File: config.mk
export PLATFORM = sky130hd
export DESIGN_NAME = dram_ref_sched
export DESIGN_NICKNAME = d
export VERILOG_FILES = /design/src/rtl/dram_ref_pkg.sv /design/src/rtl/ref_startup_timer.sv /design/src/rtl/ref_interval_timer.sv /design/src/rtl/ref_pending_ctr.sv /design/src/rtl/dram_ref_sched.sv
export SDC_FILE = /design/constraint.sdc
export NUM_CORES = 1
export LEC_CHECK = 0
export BUFFER_PORTS_ARGS = -buffer_cell sky130_fd_sc_hd__clkbuf_2
export CAP_MARGIN = 20
export CORE_ASPECT_RATIO = 0.6
export CORE_MARGIN = 4
export CORE_UTILIZATION = 35
export DETAILED_ROUTE_END_ITERATION = 6
export GPL_TIMING_DRIVEN = 0
export SLEW_MARGIN = 10
export SYNTH_ARGS = -nofsm -noshare
export SYNTH_HDL_FRONTEND = slang
export SYNTH_SLANG_ARGS = --single-unit
File: constraint.sdc
create_clock -name clk -period 2.45 [get_ports clk]
set_input_delay 0.1225 -clock clk [delete_from_list [all_inputs] [get_ports clk]]
set_output_delay 0.1225 -clock clk [all_outputs]
set_load 0.005 [all_outputs]
File: src/rtl/dram_ref_pkg.sv
package dram_ref_pkg;

  typedef enum logic [1:0] {
    PH_WAIT = 2'd0,
    PH_INIT = 2'd1,
    PH_RUN  = 2'd2
  } ref_phase_e;

  // Clock cycles in a span of microseconds, rounded down.
  function automatic int unsigned us_to_cycles(longint unsigned hz, longint unsigned us);
    return int'((hz * us) / 64'd1000000);
  endfunction

  // Average spacing of refreshes: retention window split over all rows.
  function automatic int unsigned refresh_spacing(longint unsigned hz, longint unsigned ms,
                                                  longint unsigned rows);
    return int'((hz * ms) / (64'd1000 * rows));
  endfunction

  function automatic int unsigned max_u(int unsigned a, int unsigned b);
    return (a > b) ? a : b;
  endfunction

endpackage

File: src/rtl/ref_startup_timer.sv
module ref_startup_timer #(
  parameter int unsigned CYC = 10000,
  localparam int unsigned CW = $clog2(CYC + 1)
) (
  input  logic clk,
  input  logic rst,
  input  logic run,
  output logic last
);
  logic [CW-1:0] cnt_q;

  assign last = run && (cnt_q == CW'(CYC - 1));

  always_ff @(posedge clk) begin
    if (rst || !run) cnt_q <= '0;
    else if (!last)  cnt_q <= cnt_q + 1'b1;
  end

  // counter never passes its terminal value
  assert_startup_bound_R1: assert property (@(posedge clk) disable iff (rst)
    cnt_q <= CW'(CYC - 1));
endmodule

File: src/rtl/ref_interval_timer.sv
module ref_interval_timer #(
  parameter int unsigned CYC = 781,
  localparam int unsigned CW = $clog2(CYC + 1)
) (
  input  logic clk,
  input  logic rst,
  input  logic en,
  output logic tick
);
  logic [CW-1:0] cnt_q;

  assign tick = en && (cnt_q == CW'(CYC - 1));

  always_ff @(posedge clk) begin
    if (rst || !en) cnt_q <= '0;
    else if (tick)  cnt_q <= '0;
    else            cnt_q <= cnt_q + 1'b1;
  end

  // the spacing counter rests at zero whenever it is not enabled
  assert_idle_zero_R4: assert property (@(posedge clk) disable iff (rst)
    !en |=> (cnt_q == '0) || en);
endmodule

File: src/rtl/ref_pending_ctr.sv
module ref_pending_ctr #(
  parameter int unsigned MAXC = 8,
  parameter int unsigned W    = 4
) (
  input  logic         clk,
  input  logic         rst,
  input  logic         load,
  input  logic [W-1:0] load_val,
  input  logic         inc,
  input  logic         dec,
  output logic [W-1:0] count_q,
  output logic         req_q
);
  logic [W-1:0] count_d;

  always_comb begin
    count_d = count_q;
    if (load) begin
      count_d = load_val;
    end else begin
      unique case ({inc, dec})
        2'b10:   if (count_q < W'(MAXC)) count_d = count_q + 1'b1;
        2'b01:   if (count_q != '0)      count_d = count_q - 1'b1;
        default: count_d = count_q;
      endcase
    end
  end

  always_ff @(posedge clk) begin
    if (rst) begin
      count_q <= '0;
      req_q   <= 1'b0;
    end else begin
      count_q <= count_d;
      req_q   <= (count_d != '0);
    end
  end

  assert_no_overflow_R5: assert property (@(posedge clk) disable iff (rst)
    (inc && !dec && !load && count_q == W'(MAXC)) |=> count_q == W'(MAXC));
  assert_inc_step_R5: assert property (@(posedge clk) disable iff (rst)
    (inc && !dec && !load && count_q < W'(MAXC)) |=> count_q == $past(count_q) + 1'b1);
  assert_coincide_hold_R5: assert property (@(posedge clk) disable iff (rst)
    (inc && dec && !load) |=> $stable(count_q));
  assert_req_tracks_R6: assert property (@(posedge clk) disable iff (rst)
    req_q == (count_q != '0));
endmodule

File: src/rtl/dram_ref_sched.sv
module dram_ref_sched
  import dram_ref_pkg::*;
#(
  parameter int unsigned CLK_HZ       = 50_000_000,
  parameter int unsigned STARTUP_US   = 200,
  parameter int unsigned RETENTION_MS = 64,
  parameter int unsigned ROWS         = 4096,
  parameter int unsigned INIT_CYCLES  = 8,
  parameter int unsigned PEND_MAX     = 8,
  localparam int unsigned PCW = $clog2(max_u(PEND_MAX, INIT_CYCLES) + 1)
) (
  input  logic           clk,
  input  logic           rst,
  output logic           ref_req,
  input  logic           ref_ack,
  output logic [PCW-1:0] pending,
  output logic           ready,
  input  logic           host_req,
  output logic           host_gnt
);
  localparam int unsigned STARTUP_CYC = us_to_cycles(CLK_HZ, STARTUP_US);
  localparam int unsigned INTERVAL    = refresh_spacing(CLK_HZ, RETENTION_MS, ROWS);

  ref_phase_e phase_q;
  logic       wait_done, tick_w, ack_ok, init_load, init_last;

  ref_startup_timer #(.CYC(STARTUP_CYC)) u_start (
    .clk (clk), .rst (rst), .run (phase_q == PH_WAIT), .last (wait_done)
  );

  ref_interval_timer #(.CYC(INTERVAL)) u_itv (
    .clk (clk), .rst (rst), .en (phase_q == PH_RUN), .tick (tick_w)
  );

  assign ack_ok    = ref_ack && ref_req;
  assign init_load = wait_done;
  assign init_last = (phase_q == PH_INIT) && ack_ok && (pending == PCW'(1));

  ref_pending_ctr #(.MAXC(PEND_MAX), .W(PCW)) u_pend (
    .clk      (clk),
    .rst      (rst),
    .load     (init_load),
    .load_val (PCW'(INIT_CYCLES)),
    .inc      (tick_w),
    .dec      (ack_ok),
    .count_q  (pending),
    .req_q    (ref_req)
  );

  always_ff @(posedge clk) begin
    if (rst) begin
      phase_q  <= PH_WAIT;
      ready    <= 1'b0;
      host_gnt <= 1'b0;
    end else begin
      host_gnt <= host_req && ready;
      unique case (phase_q)
        PH_WAIT: if (wait_done) phase_q <= PH_INIT;
        PH_INIT: if (init_last) begin
          phase_q <= PH_RUN;
          ready   <= 1'b1;
        end
        default: phase_q <= PH_RUN;
      endcase
    end
  end

  assert_no_req_in_wait_R1: assert property (@(posedge clk) disable iff (rst)
    (phase_q == PH_WAIT) |-> !ref_req);
  assert_ready_sticky_R3: assert property (@(posedge clk) disable iff (rst)
    ready |=> ready);
  assert_no_tick_before_ready_R4: assert property (@(posedge clk) disable iff (rst)
    !ready |-> !tick_w);
  assert_stray_ack_R7: assert property (@(posedge clk) disable iff (rst)
    (!ref_req && ref_ack && !tick_w && !wait_done) |=> (pending == '0));
  assert_gnt_blocked_R8: assert property (@(posedge clk) disable iff (rst)
    !ready |=> !host_gnt);
endmodule

; ---- After elaboration in Yosys (flattened, before gate mapping)
; Index checks and enable logic that the tools add are counted.
[totals]
output_inout_bits = 7
rom_bits = 0
word_cells = 44
ff_bits = 33
ramBits = 0
inputBits = 4
memories = 0
latchBits = 0
[op_classes]
muxes = 7
n_shift = 0
n_mul = 0
order_cmp = 1
n_addsub = 4
n_div = 0
n_bitwise = 0
reduce_logical = 16
n_eq_ne = 9
[ops]
columns = operator, count
row1 = $add 14x1->14 const B, 1
row2 = $eq 14x14->1 const B, 1
row3 = $mux 4, 3
row4 = $add 10x1->10 const B, 1
row5 = $eq 10x10->1 const B, 1
row6 = $pmux 4 s2, 1
row7 = $reduce_bool 4->1, 2
row8 = $logic_and 1x1->1, 6
row9 = $add 4x1->4 const B, 1
row10 = $eq 2x1->1 const B, 2
row11 = $eq 2x2->1 const B, 2
row12 = $eq 4x1->1 const B, 1
row13 = $lt 4x4->1 const B, 1
row14 = $mux 2, 2
row15 = $ne 2x2->1 const B, 2
row16 = $pmux 2 s2, 1
row17 = $reduce_and 2->1, 2
row18 = $sub 4x1->4 const B, 1
row19 = $logic_not 1->1, 2
row20 = $logic_not 2->1, 1
row21 = $logic_or 1x1->1, 2
row22 = $reduce_or 2->1, 1

; ---- Logic depth before layout (Yosys ltp)
; Gate-level depths: netlist (run 1).
[depth]
ltp_word = 6
depth_mapped = 12
mapped_depth_nobuf = 12

; ---- Cells and area by module
; A second synthesis (run 1) with hierarchy kept.
[unflattened]
cells_unflattened = 204
area_unflattened_um2 = 1819.2
[modules_own_cells]
columns = mod, cells_each, seq_area_each_um2, area_each_um2, instances
row1 = ref_startup_timer, 77, 280.3, 696.9, 1
row2 = ref_interval_timer, 53, 200.2, 483.0, 1
row3 = ref_pending_ctr, 56, 100.1, 464.2, 1
row4 = dram_ref_sched, 18, 80.1, 175.2, 1

; ---- Worst setup path before layout (run 1)
; OpenSTA, ideal clock, no wires.
[synth_timing]
path_kind = reg2reg
from = reg u_itv.cnt_q[0]
to = reg u_pend.req_q
arrival_ns = 2.424
path_stages_with_launch = 13
required_time_ns = 2.308
period_less_slack_ns = 2.567
setup_slack_ns = -0.117
path_buffers = 1
path_cell_list = dfxtp_1 -> inv_1 -> ha_1 -> nand4_1 -> nor4_1 -> nand3b_1 -> ha_1 -> clkbuf_1 -> nor3b_1 -> o21ai_0 -> o311ai_0 -> a2111oi_0 -> o32ai_2
[synth_between]
elab_chain_len = 6
word_cells_on_any_way = 7
[synth_rtl]
columns = item, line
row1 = start: declaration, ref_interval_timer.sv:10  ; logic [CW-1:0] cnt_q;
row2 = start signal: assignment, ref_interval_timer.sv:17  ; else cnt_q <= cnt_q + 1'b1;
row3 = $eq 10x10->1 (*), ref_interval_timer.sv:12  ; assign tick = en && (cnt_q == CW'(CYC - 1));
row4 = $logic_and 1x1->1 (*), ref_interval_timer.sv:12
row5 = $eq 2x1->1 or $eq 2x2->1 (tied branches), ref_pending_ctr.sv:21  ; unique case ({inc, dec})
row6 = $pmux 4 s2 (*), ref_pending_ctr.sv:21
row7 = $mux 4 (*), ref_pending_ctr.sv:18  ; if (load) begin
row8 = $reduce_bool 4->1 (*), ref_pending_ctr.sv:35  ; req_q <= (count_d != '0);
row9 = end signal: assignment, ref_pending_ctr.sv:35
row10 = end: declaration, ref_pending_ctr.sv:12  ; output logic req_q
; Every way passes the cells marked *; elsewhere a longest branch is shown, timed or not.
; A chain may end at the register's enable or synchronous reset.

; ---- Worst setup path in the final report (run 1)
; Same ends and word-level chain as after synthesis.

==> impl_metrics.tcl, run 1 <==
set metrics [dict create \
    worstPathRequired_ps 2590 \
    fillerInstances 455 \
    grtUsageTotal 0.117 \
    yosysTopAreaCellShare 0.393 \
    tightest_slew_ps 561 \
    max_freq_ghz 0.407 \
    vdd_drop_max_mv 0.200 \
    rows 19 \
    synth_top_cell_by_area "dfxtp_1" \
    cp-start-kind "flop" \
    antenna_found_initial 0 \
    slew_violations 0 \
    setup_viol 1 \
    register_area_um2 663 \
    drc 0 \
    hold_ws_ps 49.7 \
    dieWidth_um 97.5 \
    syn_to_final_growth_pct 17.9 \
    p_sw_uw 192 \
    setup_tns_ps -5.64 \
    avgRoutedWirePerCell_um 12.0 \
    cts_sinks 33 \
    clkTransAtPathRegs_ps 60 \
    core_region_area_mm2 0.00461 \
    power.density_mw_per_mm2 486 \
    worstSetupPathType "flop to flop" \
    p_leak_uw 0.000761 \
    violations "setup timing" \
    layoutNonFillerInstCount 276 \
    clock_latency_ps 270 \
    grt_max_degree 11 \
    power_switching_share 0.199 \
    min_period_ps 2460 \
    syn_inst 195 \
    dp.cells 268 \
    fin_skew_ps 3.66 \
    reg2regPathDepth 12 \
    vias 1358 \
    clkPwrFrac 0.414 \
    grt_pass1_vias 1202 \
    initial_core_util 0.365 \
    cts_tree "built" \
    grt_setup_unrepaired "true" \
    root_buffer "clkbuf_8" \
    p_seq_frac 0.565 \
    status "complete, but fails checks" \
    syn-cell-area_mm2 0.00168 \
    io_pins 11 \
    layout_setup_ws_ps -5.64 \
    numCtsBuffers 5 \
    grt_pass1_wl_um 5660 \
    ys_top_cells_by_area "dfxtp_1, xor2_1, ha_1" \
    dp_hpwl_um 2400 \
    cts_buffer_depth 2 \
    final_common_cell "dfxtp_1" \
    gr-total-overflow 0 \
    relSlewSlack 0.621 \
    synth-async-reset-ratio 0 \
    worstPathArrival_ps 2600 \
    layout-drive-gt1-share 0.160 \
    utilization 0.430 \
    ys.flop_type "dfxtp_1" \
    critPathMaxFanout 10 \
    viasPerCell 4.92 \
    timing.hold.worst.class "input port to flop" \
    avgSynthCellArea_um2 8.62 \
    internal_power_uw 772 \
    htreeDepth 2 \
    min_period_over_period 1.00 \
    drt_iter0_drc 64 \
    die_y_um 61.7 \
    io_buffers 10 \
    endpoint_kind "flop" \
    syn_nets 208 \
    yosys_warnings 0 \
    dr.pass1.iters 4 \
    cap_violations 0 \
    hold_violations 0 \
    die_area_mm2 0.00601 \
    synth_cell_type_count 40 \
    p_comb_frac 0.021 \
    ys_seq_area_frac 0.393 \
    whs_path_depth 3 \
    synth_edf_count 0 \
    ant_nets 0 \
    diodes 0 \
    gp_congestion 0.804 \
    final_cell_mix "dfxtp_1, nor2_1, xor2_1" \
    routed_wl_um 3320 \
    nNetsFinal 226 \
    finalPower_uw 964 \
    multi_input_area_mm2 0.00101 \
    ys_seq_elements 33 \
]
[timing repair]
item	4_1_cts	5_1_grt
pin swaps	4	0
setup buffers	1	0
setup endpoints to repair	4	2
resized for setup	18	0
hold buffers	0	0
[power groups by stage]
| stage | sequential [uW] | clock (uW) | combinational (uW) |
|---|---|---|---|
| 6_report | 544 | 399 | 20.4 |
| 5_1_grt | 544 | 441 | 24.2 |
| 4_1_cts | 544 | 413 | 20.9 |
| 3_5_place_dp | 556 | 0 | 20.8 |
| 3_3_place_gp | 556 | 0 | 20.9 |
| 2_1_floorplan | 555 | 0 | 14.7 |
[cells in the mapped netlist (all sizes together), types with 2 or more instances]
cell type and instances:
a31oi 2, nand2b 2, a21oi 5, nand4 4, nor2 30, or4b 2, o311ai 2, clkbuf 4
and2 4, o21ai 6, mux2i 2, nor2b 3, nand3 11, inv 12, and3 4, nand2 9
xor2 14, or3 4, xnor2 3, o21a 4, ha 9, dfxtp 33, nor4b 2, nor3 7
nor4 3, nor3b 3, buf 2
[metal layers]
| layer | vias up | track usage | share of wire |
|---|---|---|---|
| met1 | 628 | 0.172 | 0.56 |
| met3 | 2 | 0.0379 | 0.043 |
| met4 | 0 | 0.0375 | 0.0024 |
| li1 | 704 | - | - |
| met5 | - | 0 | 0 |
| met2 | 24 | 0.162 | 0.39 |
[critical path, cell delays in order, from the launching register on]
cell and delay [ps]:
dfxtp_2 350, inv_1 60, ha_1 140, nand4_1 130, nor4_2 210, nand3b_1 170, ha_1 330, clkbuf_8 170
nor3b_1 50, o21ai_1 170, o311ai_2 180, a2111oi_4 230, o32ai_2 120
[state kept, by name (all words and copies together), names as in the netlist]
register        flops
u_pend.req_q        1
u_pend.count_q      4
u_itv.cnt_q        10
phase_q             2
ready               1
u_start.cnt_q      14
host_gnt            1
[final timing paths]
kind             startpoint            to  slack, ps
max          u_itv.cnt_q[0]  u_pend.req_q         -6
min                host_req      host_gnt         50
max reg2reg  u_itv.cnt_q[0]  u_pend.req_q         -6
min reg2reg           ready      host_gnt        460
[cell families after synthesis]
kind of cell | Yosys count | synth area share
xor gates and xnor gates | 17 | 0.0885
AOI/OAI and AO/OA | 24 | 0.0990
buffers and inverters | 18 | 0.0454
muxes | 2 | 0.0119
DFF | 33 | 0.393
and+or+nand+nor | 92 | 0.295
adders and majority gates | 9 | 0.0670
[cell type report]
type	instances	area share
buffer	6	0.0208
clock buffer	7	0.0436
inverter	12	0.0227
multi-input combinational	144	0.509
sequential	33	0.335
tap	63	0.0398
timing repair buffer	11	0.0290
[through the flow]
| stage | cell area [um2] | setup WS (ps) |
|---|---|---|
| 4_1_cts | 1980 | 6.78 |
| 2_1_floorplan | 1680 | 6.78 |
| 3_5_place_dp | 1810 | -477 |
| 6_report | 1980 | -5.64 |
| 3_3_place_gp | 1810 | -430 |
| 5_1_grt | 1980 | -174 |
(Power assumes the default switching activity.)
==> run 2, diff against run 1 <==
Settings changed: SETUP_SLACK_MARGIN set to 0.5, SLEW_MARGIN 10 to 20.
==> impl_metrics.tcl, run 2 (same netlist as run 1, synthesis figures left out) <==
set metrics [dict create \
    rows 19 \
    cpMaxStageDelayCell "or4b_4" \
    layoutNonFillerInstCount 283 \
    place_area_mm2 0.00184 \
    layout-drive-gt1-share 0.227 \
    grtUsageTotal 0.127 \
    die_y_um 61.7 \
    layout_setup_ws_ps -80.7 \
    grt_max_degree 11 \
    diodes 0 \
    ant_nets 0 \
    reg2regPathDepth 12 \
    grt_setup_unrepaired "true" \
    worstPathRequired_ps 2650 \
    largest_reg_flops 14 \
    grt_pass1_wl_um 6090 \
    slowest_delay_ps 520 \
    cp-start-kind "flop" \
    hp-start "host_req" \
    io_pins 11 \
    vdd_drop_max_mv 0.228 \
    vias 1379 \
    regMostFlops "u_start.cnt_q" \
    timing.hold.worst.class "input port to flop" \
    antenna_found_initial 0 \
    status "complete, but fails checks" \
    root_buffer "clkbuf_8" \
    fillerInstances 469 \
    slew_violations 0 \
    setup_tns_ps -89.2 \
    r2r_end "u_pend.req_q" \
    grt_pass1_vias 1310 \
    dp_hpwl_um 2340 \
    drt_iter0_drc 38 \
    numCtsBuffers 5 \
    initial_core_util 0.365 \
    tightest_slew_ps 594 \
    cts_sinks 33 \
    final_cell_mix "dfxtp_1, nor2_1, xor2_1" \
    drc 0 \
    avgRoutedWirePerCell_um 12.4 \
    clkTransAtPathRegs_ps 70 \
    crit_chain "inv_2 -> ha_4 -> nand4_1 -> nor4_2 -> nand3b_1 -> ha_1 -> buf_6 -> buf_6 -> or4b_4 -> o41ai_4 -> a2111oi_2 -> o32ai_2" \
    cts_buffer_depth 2 \
    top_regs "u_start.cnt_q (14), u_itv.cnt_q (10), u_pend.count_q (4)" \
    relSlewSlack 0.599 \
    dpl_worst_slack_ps -185 \
    syn_to_final_growth_pct 24.3 \
    dr.pass1.iters 4 \
    viasPerCell 4.87 \
    endpoint_kind "flop" \
    critPathMaxFanout 2 \
    final_common_cell "dfxtp_1" \
    final_cell_area_mm2 0.00209 \
    fin_skew_ps 8.57 \
    p_leak_uw 0.000845 \
    cap_violations 0 \
    whs_path_depth 3 \
    min_period_over_period 1.03 \
    power.density_mw_per_mm2 455 \
    core_region_area_mm2 0.00461 \
    io_buffers 10 \
    crit_buf_inv 3 \
    dieWidth_um 97.5 \
    routed_wl_um 3520 \
    crit_path_start "u_itv.cnt_q[1]" \
    dp.cells 268 \
    worstSetupPathType "flop to flop" \
    gr-total-overflow 0 \
    die_area_mm2 0.00601 \
    hold_violations 0 \
    finalPower_uw 951 \
    crit-reg2reg-launch "u_itv.cnt_q[1]" \
    r2r_setup_slack_ps -80 \
    gp_congestion 0.828 \
    min_period_ps 2530 \
    cts_tree "built" \
    worstPathArrival_ps 2730 \
    htreeDepth 2 \
    worst_path_most_repeated_cell "buf_6" \
    clock_latency_ps 280 \
    setup_viol 2 \
    path_delay_family "simple AND/OR/NAND/NOR gates" \
    violations "setup timing" \
    whs_endpoint "host_gnt" \
    max_freq_ghz 0.395 \
    nNetsFinal 232 \
]
==> run 2: cell count changes in the layout (fill, tap and decap cells not counted), moves of 2 or more <==
| cell | change |
|---|---|
| dfxtp_4 | +2 |
| dfxtp_2 | -2 |
| inv_1 | -3 |
| ha_4 | +2 |
| buf_6 | +2 |
| buf_4 | +4 |
| clkinv_2 | +2 |
| inv_2 | +3 |
==> run 2: per-layer routing <==
metal,GRT usage,up-vias,part of all wire
li1,-,722,-
met4,0.0552,0,0.015
met5,0,-,0
met2,0.188,15,0.42
met3,0.0401,6,0.038
met1,0.174,636,0.53
==> run 2: what timing repair did <==
item                       in CTS  in global routing
setup buffers                   6                  1
setup endpoints to repair       5                  6
hold buffers                    0                  0
resized for setup              15                  9
pin swaps                       4                  3
==> run 2: worst max-delay path by stage <==
| stage | cells past startpoint | slack (ps) | endpoint |
|---|---|---|---|
| 4_1_cts | 11 | -20 | u_pend.req_q |
| 6_report | 12 | -80 | u_pend.req_q |
| 3_5_place_dp | 12 | -180 | u_pend.req_q |
| 2_1_floorplan | 10 | 150 | u_pend.req_q |
| 3_3_place_gp | 12 | -190 | u_pend.req_q |
| 5_1_grt | 12 | -230 | u_pend.req_q |
==> run 2: where the power goes <==
part / total (uW) / leakage, uW / switching [uW] / internal [uW]
Combinational: 21.1 / 0.000532 / 12.5 / 8.62
Clock: 388 / 0.0000450 / 192 / 197
Sequential: 542 / 0.000268 / 3.49 / 538
==> run 2: cell type report <==
type | instances | area, um2 | area share
Clock inverter | 2 | 10.0 | 0.00479
Sequential cell | 33 | 668 | 0.320
Clock buffer | 6 | 72.6 | 0.0347
Buffer | 6 | 41.3 | 0.0197
Multi-Input combinational cell | 144 | 1060 | 0.509
Tap cell | 63 | 78.8 | 0.0377
Inverter | 12 | 45.0 | 0.0215
Timing Repair Buffer | 17 | 110 | 0.0527
==> run 2: metrics by stage <==
| stage | util | hold WS [ps] |
|---|---|---|
| 3_5_place_dp | 0.400 | 335 |
| 4_1_cts | 0.441 | 33.3 |
| 6_report | 0.453 | 38.0 |
| 2_1_floorplan | - | 243 |
| 5_1_grt | 0.453 | 56.5 |
| 3_3_place_gp | 0.400 | 335 |
==> run 2: worst min-delay path, stage by stage <==
cell and delay, ps:
clkbuf_2 80, nand2_1 50, nor2_1 30
==> run 3, diff against run 2 <==
Settings changed: ABC_AREA set to 1, MAX_ROUTING_LAYER set to met4, SETUP_SLACK_MARGIN 0.5 to not set.
==> impl_metrics.tcl, run 3 <==
set metrics [dict create \
    initial_core_util 0.377 \
    clkTransAtPathRegs_ps 70 \
    htreeDepth 2 \
    endpoint_kind "flop" \
    critPathMaxFanout 6 \
    cp-endpoint "u_pend.req_q" \
    post-cts-setup-buffer-count 0 \
    ys_top_cells_by_area "dfxtp_1, nand2_1, inv_1" \
    gp_congestion 0.870 \
    cts_tree "built" \
    dr.pass1.iters 4 \
    antenna_found_initial 0 \
    worstPathRequired_ps 2600 \
    cts_resized 0 \
    r2r_setup_slack_ps 370 \
    clock_latency_ps 280 \
    rows 19 \
    ys_seq_area_frac 0.367 \
    drc 0 \
    power.density_mw_per_mm2 534 \
    top_regs "u_start.cnt_q (14), u_itv.cnt_q (10), u_pend.count_q (4)" \
    min_period_ps 2080 \
    setup_viol 0 \
    cts_buffer_depth 2 \
    synth-async-reset-ratio 0 \
    diodes 0 \
    clkPwrFrac 0.480 \
    fillerInstances 485 \
    gr-total-overflow 0 \
    nNetsFinal 289 \
    yosysTopAreaCellShare 0.367 \
    setup_tns_ps 0 \
    path_depth 13 \
    syn_to_final_growth_pct 13.3 \
    internal_power_uw 881 \
    timing.hold.worst.class "input port to flop" \
    synthTopCellsByCount "nand2_1, inv_1, dfxtp_1, nor2_1, nand3_1" \
    drt_iter0_drc 106 \
    synth_adder_area_share 0.0625 \
    relSlewSlack 0.793 \
    hold_buffers 0 \
    crit_chain "inv_1 -> ha_1 -> nand3_1 -> nand3b_2 -> ha_1 -> a21oi_1 -> nand2_1 -> nand2_1 -> nand2_1 -> nand2_1 -> nand2_1 -> nand2_1 -> nand3_1" \
    register_area_um2 661 \
    crit_path_start "u_itv.cnt_q[0]" \
    crit-reg2reg-launch "u_itv.cnt_q[0]" \
    muxShareOfSynthArea 0 \
    min_period_over_period 0.850 \
    grt_pass1_wl_um 6660 \
    syn_nets 273 \
    avgSynthCellArea_um2 6.93 \
    fin_skew_ps 9.21 \
    cap_violations 0 \
    p_comb_frac 0.020 \
    multi_input_area_um2 976 \
    yosys_warnings 0 \
    syn_inst 260 \
    grt_max_degree 11 \
    synth_cell_type_count 27 \
    hold_violations 0 \
    numCtsBuffers 5 \
    avgRoutedWirePerCell_um 11.2 \
    regMostFlops "u_start.cnt_q" \
    worstPathArrival_ps 2240 \
    synth_xor_area_frac 0.0146 \
    reg2regPathDepth 13 \
    synth_top_family_by_area "simple AND/OR/NAND/NOR gates" \
    grtUsageTotal 0.133 \
    ys.flop_type "dfxtp_1" \
    cts_sinks 33 \
    max_freq_ghz 0.480 \
    tightest_slew_ps 308 \
    p_leak_uw 0.000937 \
    worst_path_most_repeated_cell "nand2_1" \
    dpl_worst_slack_ps 398 \
    r2r_end "u_pend.req_q" \
    io_buffers 9 \
    whs_path_depth 3 \
    final_cell_mix "nand2_1, inv_1, nor2_1, dfxtp_1, nand3_1" \
    status "finished clean" \
    synth_compound_area_frac 0.0778 \
    synth_edf_count 0 \
    synth.most_common_cell "nand2_1" \
    p_seq_frac 0.499 \
    routed_wl_um 3800 \
    final_common_cell "nand2_1" \
    vdd_drop_max_mv 0.280 \
    io_pins 11 \
    p_sw_uw 210 \
    slowest_delay_ps 410 \
    crit_buf_inv 1 \
    path_delay_family "simple AND/OR/NAND/NOR gates" \
    die_area_mm2 0.00640 \
    die_y_um 63.6 \
    root_buffer "clkbuf_8" \
    grt_pass1_vias 1422 \
    ant_nets 0 \
    ys_seq_elements 33 \
    vias 1602 \
    synth_top_cell_by_area "dfxtp_1" \
    core_region_area_mm2 0.00478 \
    slew_violations 0 \
    dp_hpwl_um 3020 \
    cpMaxStageDelayCell "ha_1" \
    yosys.area_share.simple 0.387 \
    syn-cell-area_mm2 0.00180 \
    grt_setup_unrepaired "false" \
    largest_reg_flops 14 \
    dieWidth_um 101 \
    viasPerCell 4.71 \
    worstSetupPathType "flop to flop" \
    cp-start-kind "flop" \
    layout_setup_ws_ps 366 \
    layout-drive-gt1-share 0.144 \
    power_switching_share 0.193 \
]
run 3: cell types whose count changed after synthesis, sizes merged, moves of 4 or more:
cell    previous run  this run
nand2              9        63
inv               12        41
xor2              14         2
nand3             11        22
nor2              30        41
a21oi              5        13
o21ai              6        12
and2               4         0
and3               4         0
clkbuf             4         0
nor3               7        11
o21a               4         0
or3                4         0
run 3: how the worst min path moves through the flow:
stage / start / to / slack [ps]
5_1_grt: rst / host_gnt / 50
4_1_cts: host_req / host_gnt / 40
2_1_floorplan: host_req / host_gnt / 240
3_3_place_gp: host_req / host_gnt / 330
3_5_place_dp: host_req / host_gnt / 340
6_report: host_req / host_gnt / 40
run 3: cell type report:
type                       instances  share of cell area
buffer                             1             0.00551
clock buffer                       7              0.0423
clock inverter                     1              0.0147
inverter                          41              0.0754
multi-input combinational        185               0.478
sequential                        33               0.324
tap                               63              0.0386
timing repair buffer               9              0.0221
run 3: tightest hold or removal path, stage by stage:
cell and delay, ps:
clkbuf_2 80, nand2_1 50, nor2_1 30
run 3: kinds of logic (layout without fill, tap and decap cells):
kind of cell / Yosys count / in the layout
buffers and inverters: 42 / 59
AND/OR/NAND/NOR: 146 / 146
XOR/XNOR: 3 / 3
AO/OA/AOI/OAI: 27 / 27
flip-flops: 33 / 33
adder cells (fa/ha/maj): 9 / 9
run 3: power groups by stage:
stage / clock [uW] / combinational [uW] / sequential, uW
after floorplan: 0 / 16.1 / 556
after global placement: 0 / 22.0 / 557
after detailed placement: 0 / 22.4 / 557
after CTS: 536 / 22.4 / 545
after global routing: 566 / 25.9 / 546
final: 524 / 22.3 / 545
run 3: layer usage:
layer  up-vias  track usage  share of wire
met2        28        0.150           0.33
met4         0       0.0252         0.0061
li1        862            -              -
met1       707        0.218           0.61
met5         -            -              0
met3         5       0.0397          0.051
run 3: metrics by stage:
step,total power (uW),util,cell area [um2],hold slack (ps),std cells
2_1_floorplan,572,-,1800,244,260
3_3_place_gp,579,0.403,1930,330,332
3_5_place_dp,580,0.403,1930,337,332
4_1_cts,1100,0.427,2040,35.8,340
5_1_grt,1140,0.427,2040,45.9,340
6_report,1090,0.427,2040,40.9,340
